[config.mk]
export PLATFORM = sky130hd
export DESIGN_NAME = lcdis_top
export DESIGN_NICKNAME = d
export VERILOG_FILES = /design/src/rtl/lcdis_pkg.sv /design/src/rtl/lcdis_event_decode.sv /design/src/rtl/lcdis_ctrl.sv /design/src/rtl/lcdis_irq_merge.sv /design/src/rtl/lcdis_top.sv
export SDC_FILE = /design/constraint.sdc
export NUM_CORES = 1
export LEC_CHECK = 0
export CAP_MARGIN = 20
export CORE_UTILIZATION = 58
export CTS_CLUSTER_SIZE = 24
export DETAILED_ROUTE_END_ITERATION = 8
export PLACE_DENSITY = 0.87
export SYNTH_ARGS = -nofsm -noshare
export SYNTH_HDL_FRONTEND = slang
export SYNTH_SLANG_ARGS = --single-unit
[constraint.sdc]
create_clock -name clk -period 5.25 [get_ports clk]
set_input_delay 1.3125 -clock clk [delete_from_list [all_inputs] [get_ports clk]]
set_output_delay 1.3125 -clock clk [all_outputs]
set_load 0.02 [all_outputs]
[src/rtl/lcdis_pkg.sv]
package lcdis_pkg;
  localparam int REG_W = 32;

  typedef enum logic [2:0] {
    EVK_SOF    = 3'd0,
    EVK_EOF    = 3'd1,
    EVK_BRANCH = 3'd2,
    EVK_BUSERR = 3'd3,
    EVK_UNDER  = 3'd4
  } ev_kind_e;

  typedef enum logic [2:0] {
    RA_CTRL0 = 3'd0,
    RA_CTRL5 = 3'd1,
    RA_STAT0 = 3'd2,
    RA_STAT1 = 3'd3,
    RA_IID   = 3'd4
  } reg_addr_e;

  // primary status bit positions
  localparam int S0_LDD  = 0;
  localparam int S0_SOF  = 1;
  localparam int S0_BER  = 2;
  localparam int S0_ACB  = 3;
  localparam int S0_IU0  = 4;
  localparam int S0_IU1  = 5;
  localparam int S0_OU   = 6;
  localparam int S0_QD   = 7;
  localparam int S0_EOF  = 8;
  localparam int S0_BS   = 9;
  localparam int S0_SINT = 10;
  localparam int S0_RDST = 11;
  localparam int S0_CMD  = 12;
  localparam int S0_BCH  = 28;

  // control word 0 bit positions
  localparam int C0_EN    = 0;
  localparam int C0_LDDM  = 3;
  localparam int C0_SOFM  = 4;
  localparam int C0_IUM   = 5;
  localparam int C0_EOFM  = 6;
  localparam int C0_DISRQ = 10;
  localparam int C0_QDM   = 11;
  localparam int C0_BSM   = 20;
  localparam int C0_OUM   = 21;
  localparam int C0_RDSTM = 23;
  localparam int C0_CMDM  = 24;

  // secondary word offsets, position = channel + offset
  localparam int SEC_SOF = -1;
  localparam int SEC_EOF = 7;
  localparam int SEC_BS  = 15;
  localparam int SEC_IU  = 23;
  localparam int C5_IUM1 = 24;

  localparam logic [REG_W-1:0] C0_KEEP  = 32'h07FF_FFFF;
  localparam logic [REG_W-1:0] C5_KEEP  = 32'h3F3F_3F3F;
  localparam logic [REG_W-1:0] S0_W1C   = 32'h0000_0FFF;
  localparam logic [REG_W-1:0] S0_BCH_M = 32'h7000_0000;
  localparam logic [REG_W-1:0] S1_W1C   = 32'h003E_3F3F;
endpackage

[src/rtl/lcdis_event_decode.sv]
module lcdis_event_decode
  import lcdis_pkg::*;
#(
  parameter int NUM_CH = 7,
  localparam int CH_W = $clog2(NUM_CH)
) (
  input  logic              ev_valid,
  input  logic [2:0]        ev_kind,
  input  logic [CH_W-1:0]   ev_chan,
  input  logic              ev_sof_en,
  input  logic              ev_eof_en,
  input  logic [REG_W-1:0]  ctrl0,
  input  logic [REG_W-1:0]  ctrl5,
  output logic [REG_W-1:0]  set0,
  output logic [REG_W-1:0]  set1,
  output logic              ber_hit,
  output logic              sint_req
);
  logic unmasked;
  logic chan_ok;
  logic is_ch0;
  int   ch;

  always_comb begin
    ch       = int'(ev_chan);
    chan_ok  = ch < NUM_CH;
    is_ch0   = (ch == 0);
    set0     = '0;
    set1     = '0;
    ber_hit  = 1'b0;
    unmasked = 1'b0;
    if (ev_valid && chan_ok) begin
      case (ev_kind)
        EVK_SOF: if (ev_sof_en) begin
          if (is_ch0) begin
            set0[S0_SOF] = 1'b1;
            unmasked     = !ctrl0[C0_SOFM];
          end else begin
            set1[ch+SEC_SOF] = 1'b1;
            unmasked         = !ctrl5[ch+SEC_SOF];
          end
        end
        EVK_EOF: if (ev_eof_en) begin
          if (is_ch0) begin
            set0[S0_EOF] = 1'b1;
            unmasked     = !ctrl0[C0_EOFM];
          end else begin
            set1[ch+SEC_EOF] = 1'b1;
            unmasked         = !ctrl5[ch+SEC_EOF];
          end
        end
        EVK_BRANCH: begin
          if (is_ch0) begin
            set0[S0_BS] = 1'b1;
            unmasked    = !ctrl0[C0_BSM];
          end else begin
            set1[ch+SEC_BS] = 1'b1;
            unmasked        = !ctrl5[ch+SEC_BS];
          end
        end
        EVK_BUSERR: begin
          set0[S0_BER] = 1'b1;
          ber_hit      = 1'b1;
        end
        EVK_UNDER: begin
          if (is_ch0)       set0[S0_IU0] = 1'b1;
          else if (ch == 1) set0[S0_IU1] = 1'b1;
          else              set1[ch+SEC_IU] = 1'b1;
        end
        default: ;
      endcase
    end
    sint_req = unmasked || ber_hit;
  end
endmodule

[src/rtl/lcdis_ctrl.sv]
module lcdis_ctrl
  import lcdis_pkg::*;
(
  input  logic             clk,
  input  logic             rst_n,
  input  logic             wr0,
  input  logic             wr5,
  input  logic [REG_W-1:0] wdata,
  input  logic             frame_end,
  output logic [REG_W-1:0] ctrl0,
  output logic [REG_W-1:0] ctrl5,
  output logic             qd_set,
  output logic             ldd_set
);
  always_comb begin
    qd_set  = wr0 && ctrl0[C0_EN] && !wdata[C0_EN];
    ldd_set = frame_end && ctrl0[C0_EN] && ctrl0[C0_DISRQ];
  end

  always_ff @(posedge clk) begin
    if (!rst_n) begin
      ctrl0 <= '0;
      ctrl5 <= '0;
    end else begin
      if (wr0)          ctrl0 <= wdata & C0_KEEP;
      else if (ldd_set) ctrl0[C0_EN] <= 1'b0;
      if (wr5)          ctrl5 <= wdata & C5_KEEP;
    end
  end

  // a disable request at frame end drops the enable bit
  p_last_frame_r11: assert property (@(posedge clk) disable iff (!rst_n)
    (frame_end && ctrl0[C0_EN] && ctrl0[C0_DISRQ] && !wr0) |=> !ctrl0[C0_EN]);
endmodule

[src/rtl/lcdis_irq_merge.sv]
module lcdis_irq_merge
  import lcdis_pkg::*;
(
  input  logic [REG_W-1:0] stat0,
  input  logic [REG_W-1:0] stat1,
  input  logic [REG_W-1:0] ctrl0,
  input  logic [REG_W-1:0] ctrl5,
  output logic             irq_d
);
  logic [REG_W-1:0] open0;

  always_comb begin
    open0          = '0;
    open0[S0_LDD]  = !ctrl0[C0_LDDM];
    open0[S0_SOF]  = !ctrl0[C0_SOFM];
    open0[S0_IU0]  = !ctrl0[C0_IUM];
    open0[S0_IU1]  = !ctrl5[C5_IUM1];
    open0[S0_OU]   = !ctrl0[C0_OUM];
    open0[S0_QD]   = !ctrl0[C0_QDM];
    open0[S0_EOF]  = !ctrl0[C0_EOFM];
    open0[S0_BS]   = !ctrl0[C0_BSM];
    open0[S0_RDST] = !ctrl0[C0_RDSTM];
    open0[S0_CMD]  = !ctrl0[C0_CMDM];
    irq_d = (|(stat0 & open0)) || (|(stat1 & ~ctrl5));
  end
endmodule

[src/rtl/lcdis_top.sv]
module lcdis_top
  import lcdis_pkg::*;
#(
  parameter int NUM_CH = 7,
  parameter int FID_W  = 32,
  localparam int CH_W  = $clog2(NUM_CH)
) (
  input  logic              clk,
  input  logic              rst_n,
  input  logic              ev_valid,
  input  logic [2:0]        ev_kind,
  input  logic [CH_W-1:0]   ev_chan,
  input  logic [FID_W-1:0]  ev_fid,
  input  logic              ev_sof_en,
  input  logic              ev_eof_en,
  input  logic              frame_end,
  input  logic              out_under_ev,
  input  logic              rd_status_ev,
  input  logic              cmd_done_ev,
  input  logic              acbias_ev,
  input  logic              reg_wr,
  input  logic [2:0]        reg_addr,
  input  logic [REG_W-1:0]  reg_wdata,
  output logic [REG_W-1:0]  reg_rdata,
  output logic              irq
);
  logic [REG_W-1:0] ctrl0, ctrl5, stat0_q, stat1_q, stat0_d, stat1_d;
  logic [REG_W-1:0] set0, set1, clr0, clr1, misc0;
  logic [FID_W-1:0] iid_q;
  logic wr0, wr5, wr_s0, wr_s1;
  logic qd_set, ldd_set, ber_hit, sint_req, sint_hit, irq_d;

  always_comb begin
    wr0   = reg_wr && (reg_addr == RA_CTRL0);
    wr5   = reg_wr && (reg_addr == RA_CTRL5);
    wr_s0 = reg_wr && (reg_addr == RA_STAT0);
    wr_s1 = reg_wr && (reg_addr == RA_STAT1);
  end

  lcdis_ctrl u_ctrl (
    .clk(clk), .rst_n(rst_n), .wr0(wr0), .wr5(wr5), .wdata(reg_wdata),
    .frame_end(frame_end), .ctrl0(ctrl0), .ctrl5(ctrl5),
    .qd_set(qd_set), .ldd_set(ldd_set)
  );

  lcdis_event_decode #(.NUM_CH(NUM_CH)) u_dec (
    .ev_valid(ev_valid), .ev_kind(ev_kind), .ev_chan(ev_chan),
    .ev_sof_en(ev_sof_en), .ev_eof_en(ev_eof_en), .ctrl0(ctrl0), .ctrl5(ctrl5),
    .set0(set0), .set1(set1), .ber_hit(ber_hit), .sint_req(sint_req)
  );

  lcdis_irq_merge u_irq (
    .stat0(stat0_q), .stat1(stat1_q), .ctrl0(ctrl0), .ctrl5(ctrl5), .irq_d(irq_d)
  );

  always_comb begin
    sint_hit = sint_req && irq;
    misc0 = '0;
    misc0[S0_ACB]  = acbias_ev;
    misc0[S0_OU]   = out_under_ev;
    misc0[S0_RDST] = rd_status_ev;
    misc0[S0_CMD]  = cmd_done_ev;
    misc0[S0_QD]   = qd_set;
    misc0[S0_LDD]  = ldd_set;
    misc0[S0_SINT] = sint_hit;
    clr0 = '0;
    if (wr_s0) clr0 = (reg_wdata & S0_W1C) | (reg_wdata[S0_BER] ? S0_BCH_M : '0);
    clr1 = wr_s1 ? (reg_wdata & S1_W1C) : '0;
    // setting is applied after clearing, so a same-cycle event wins
    stat0_d = (stat0_q & ~clr0) | set0 | misc0;
    if (ber_hit) stat0_d[S0_BCH +: 3] = 3'(ev_chan);
    stat1_d = (stat1_q & ~clr1) | set1;
  end

  always_ff @(posedge clk) begin
    if (!rst_n) begin
      stat0_q <= '0;
      stat1_q <= '0;
      iid_q   <= '0;
      irq     <= 1'b0;
    end else begin
      stat0_q <= stat0_d;
      stat1_q <= stat1_d;
      if (sint_hit) iid_q <= ev_fid;
      irq <= irq_d;
    end
  end

  always_comb begin
    case (reg_addr)
      RA_CTRL0: reg_rdata = ctrl0;
      RA_CTRL5: reg_rdata = ctrl5;
      RA_STAT0: reg_rdata = stat0_q;
      RA_STAT1: reg_rdata = stat1_q;
      RA_IID:   reg_rdata = REG_W'(iid_q);
      default:  reg_rdata = '0;
    endcase
  end

  // bus error captures its bit and channel
  p_buserr_field_r4: assert property (@(posedge clk) disable iff (!rst_n)
    (ev_valid && ev_kind == EVK_BUSERR && int'(ev_chan) < NUM_CH)
      |=> (stat0_q[S0_BER] && stat0_q[S0_BCH +: 3] == 3'($past(ev_chan))));

  // clearing the enable bit raises quick-disable
  p_quick_dis_r10: assert property (@(posedge clk) disable iff (!rst_n)
    (wr0 && ctrl0[C0_EN] && !reg_wdata[C0_EN]) |=> stat0_q[S0_QD]);

  // start-of-frame without command enable leaves the bit clear
  p_sof_gate_r2: assert property (@(posedge clk) disable iff (!rst_n)
    (ev_valid && ev_kind == EVK_SOF && ev_chan == '0 && !ev_sof_en && !stat0_q[S0_SOF])
      |=> !stat0_q[S0_SOF]);

  // an event beats a same-cycle clearing write
  p_set_wins_r12: assert property (@(posedge clk) disable iff (!rst_n)
    (ev_valid && ev_kind == EVK_SOF && ev_chan == '0 && ev_sof_en && wr_s0 && reg_wdata[S0_SOF])
      |=> stat0_q[S0_SOF]);

  // bus error while irq is high sets the secondary flag and ID
  p_sint_buserr_r7: assert property (@(posedge clk) disable iff (!rst_n)
    (irq && ev_valid && ev_kind == EVK_BUSERR && int'(ev_chan) < NUM_CH)
      |=> (stat0_q[S0_SINT] && iid_q == $past(ev_fid)));

  // empty status words keep irq low in the next cycle
  p_idle_quiet_r6: assert property (@(posedge clk) disable iff (!rst_n)
    (stat0_q == '0 && stat1_q == '0) |=> !irq);
endmodule

==> out/metrics.yaml <==
finish:
  final_layout_size_suffix_gt1_frac: 0.0655
  stdcell_area_um2: 8870
  layout.nets: 1055
  fillers: 840
  final_util: 0.764
  area_delta_synth_final_pct: 26.6
  diodes: 0
cts:
  cts_root_buffer: "clkbuf_16"
  cts_setup_buffers: 0
  cts_hold_buf: 0
  h-tree-depth: 4
  clk_pin_slew_ns: 0.06
  cts_tree: "done"
  cts_resized: 0
  cts.sinks: 132
  cts_buffers: 17
  clock_path_buffers: 2
  clock_latency_ns: 0.42
min_path:
  hold_path.class: "reg2reg"
floorplan:
  die_h_um: 112
  num_rows: 39
  die_area_um2: 12500
  ioPinCount: 117
  start_util: 0.603
  coreArea_um2: 11600
  die_w_um: 112
yosys:
  yosysUniqueCellTypes: 60
  synth-edff-count: 0
  avgSynthCellArea_um2: 7.99
  synthMuxAreaShare: 0.124
  yosysWarnings: 0
  synth_area_leaders: "dfxtp_1, nand2_1, mux2i_1, a21boi_0, a21oi_1"
  synthArstFlopShare: 0
  synth-seq-area-share: 0.377
  synth_compound_area_frac: 0.206
  synthCells: 877
  synthSimpleGateAreaFrac: 0.223
  synth_top_family_by_area: "simple AND/OR/NAND/NOR gates"
  netlist_area_um2: 7010
  synth_common_cells: "nand2_1, dfxtp_1, mux2i_1"
  ys.flop_type: "dfxtp_1"
  synth_fa_ha_area_frac: 0.00893
  synth-seq-cells: 132
  yosys.area.top_type: "dfxtp_1"
  yosysMostFrequentCell: "nand2_1"
  yosys.area.top_type_share: 0.377
  postSynthNetCount: 966
  synthXorXnorAreaFrac: 0.00125
drt:
  viasPerCell: 6.11
  dr.pass1.iters: 7
  avgRoutedWirePerCell_um: 20.3
  drt-initial-drc-count: 893
  drtAntennaViolNets: 0
  vias: 6839
  wl_mm: 22.7
  drc_errors: 9
sta:
  hold_viol_final: 0
  skew_ns: 0.00867
  timing.final.crit_share: 0.922
  setup_viol: 0
  slew_headroom: 0.258
  finalSetupTns_ns: 0
  worst_pin_slew_ns: 1.11
  fin_crit_ns: 4.84
  slew_viol_final: 0
  rsz0062_at_grt: "false"
  fmax_mhz: 207
run:
  cap_violations: 0
run_status:
  violations: "design-rule violations"
  status: "finished with violations"
grt:
  grt_overflow: 0
  antenna_found_initial: 0
  grt_max_degree: 123
  first_global_vias: 6457
  track_usage: 0.369
  grt_pass1_wl_mm: 34.9
placed_design:
  place_area_um2: 8220
  placement.io_buffers: 114
  dp_hpwl_mm: 15.7
  gp_congestion: 0.981
setup_path:
  arrival_ns: 3.53
  critical_path_class: "in2out"
  worstSetupStartpointType: "input pin"
  required_ns: 3.94
  path_max_fanout: 12
  end_kind: "output port"
pwr:
  finalPower_mw: 2.60
  p_leak_nw: 3.39
  vdd_drop_max_v: 0.000480
  power.density_nw_per_um2: 293
==> layout make-up <==
class / count / area [um2] / area share
multi-input combinational: 647 / 3960 / 0.447
sequential: 132 / 2640 / 0.298
timing repair buffer: 132 / 1310 / 0.148
clock buffer: 21 / 460 / 0.0519
tap: 143 / 179 / 0.0202
clock inverter: 9 / 178 / 0.0200
inverter: 36 / 135 / 0.0152
==> layer usage <==
metal / wire (um) / GRT usage
met4: 760 / 0.169
met3: 2330 / 0.0969
met1: 9320 / 0.478
met5: 0 / 0
met2: 10300 / 0.575
==> flip-flops by register name, summed over array words and instances (netlist names) <==
| signal | cells |
|---|---|
| stat0_q | 16 |
| u_ctrl.ctrl0 | 27 |
| u_ctrl.ctrl5 | 24 |
| irq | 1 |
| iid_q | 32 |
| stat1_q | 32 |
==> through the flow <==
step                worst slack, ns  std cells  hold slack [ns]
floorplan                      1.16        877            0.435
global placement              0.448       1089            0.441
detailed placement            0.445       1089            0.456
CTS                           0.435       1119            0.463
global route                  0.306       1120            0.477
finish                        0.409       1120            0.464
==> worst max-delay path: stages <==
cell,delay (ns)
clkdlybuf4s50_1,0.86
buf_4,0.25
mux2i_1,0.09
nor2_1,0.10
a21oi_1,0.04
o21ai_0,0.21
clkdlybuf4s50_1,0.65
==> final timing paths <==
check	startpoint	end	slack, ns	depth (start not counted)
worst min-delay path	iid_q[14]$_SDFFE_PN0P_	iid_q[14]$_SDFFE_PN0P_	0.46	2
worst min register to register	iid_q[14]$_SDFFE_PN0P_	iid_q[14]$_SDFFE_PN0P_	0.46	2
worst max register to register	u_ctrl.ctrl5[19]$_SDFFE_PN0P_	iid_q[31]$_SDFFE_PN0P_	2.93	7
worst max-delay path	reg_addr[0]	reg_rdata[16]	0.41	7
==> power by group <==
group | internal, mW | switching [mW]
clock network | 0.862 | 0.427
registers | 1.02 | 0.0166
logic | 0.124 | 0.149
total | 2.01 | 0.593
==> cell families after synthesis <==
kind of cell	count (synthesis)
compound gates	215
xor+xnor	1
fa+ha+maj	5
buf+inv	98
flops	132
mux	82
simple gates	344
==> cells in the final DEF (no fill, tap or decap), types with 5 or more instances in the layout <==
cell             instances
a21o_1                   8
mux2i_1                 74
a21boi_1                11
inv_1                   36
and3_1                   6
nor2b_1                 31
bufinv_16                5
a21oi_1                 43
a21boi_0                43
o21a_1                  10
ha_1                     5
buf_4                   15
clkbuf_16               17
o21ai_0                 33
a22oi_1                 16
nand4_1                  9
clkdlybuf4s50_1        112
nand3_1                  7
o22ai_1                 26
and2_1                  17
nand2_1                212
nor2_1                  36
dfxtp_1                132
(Power assumes the default switching activity.)
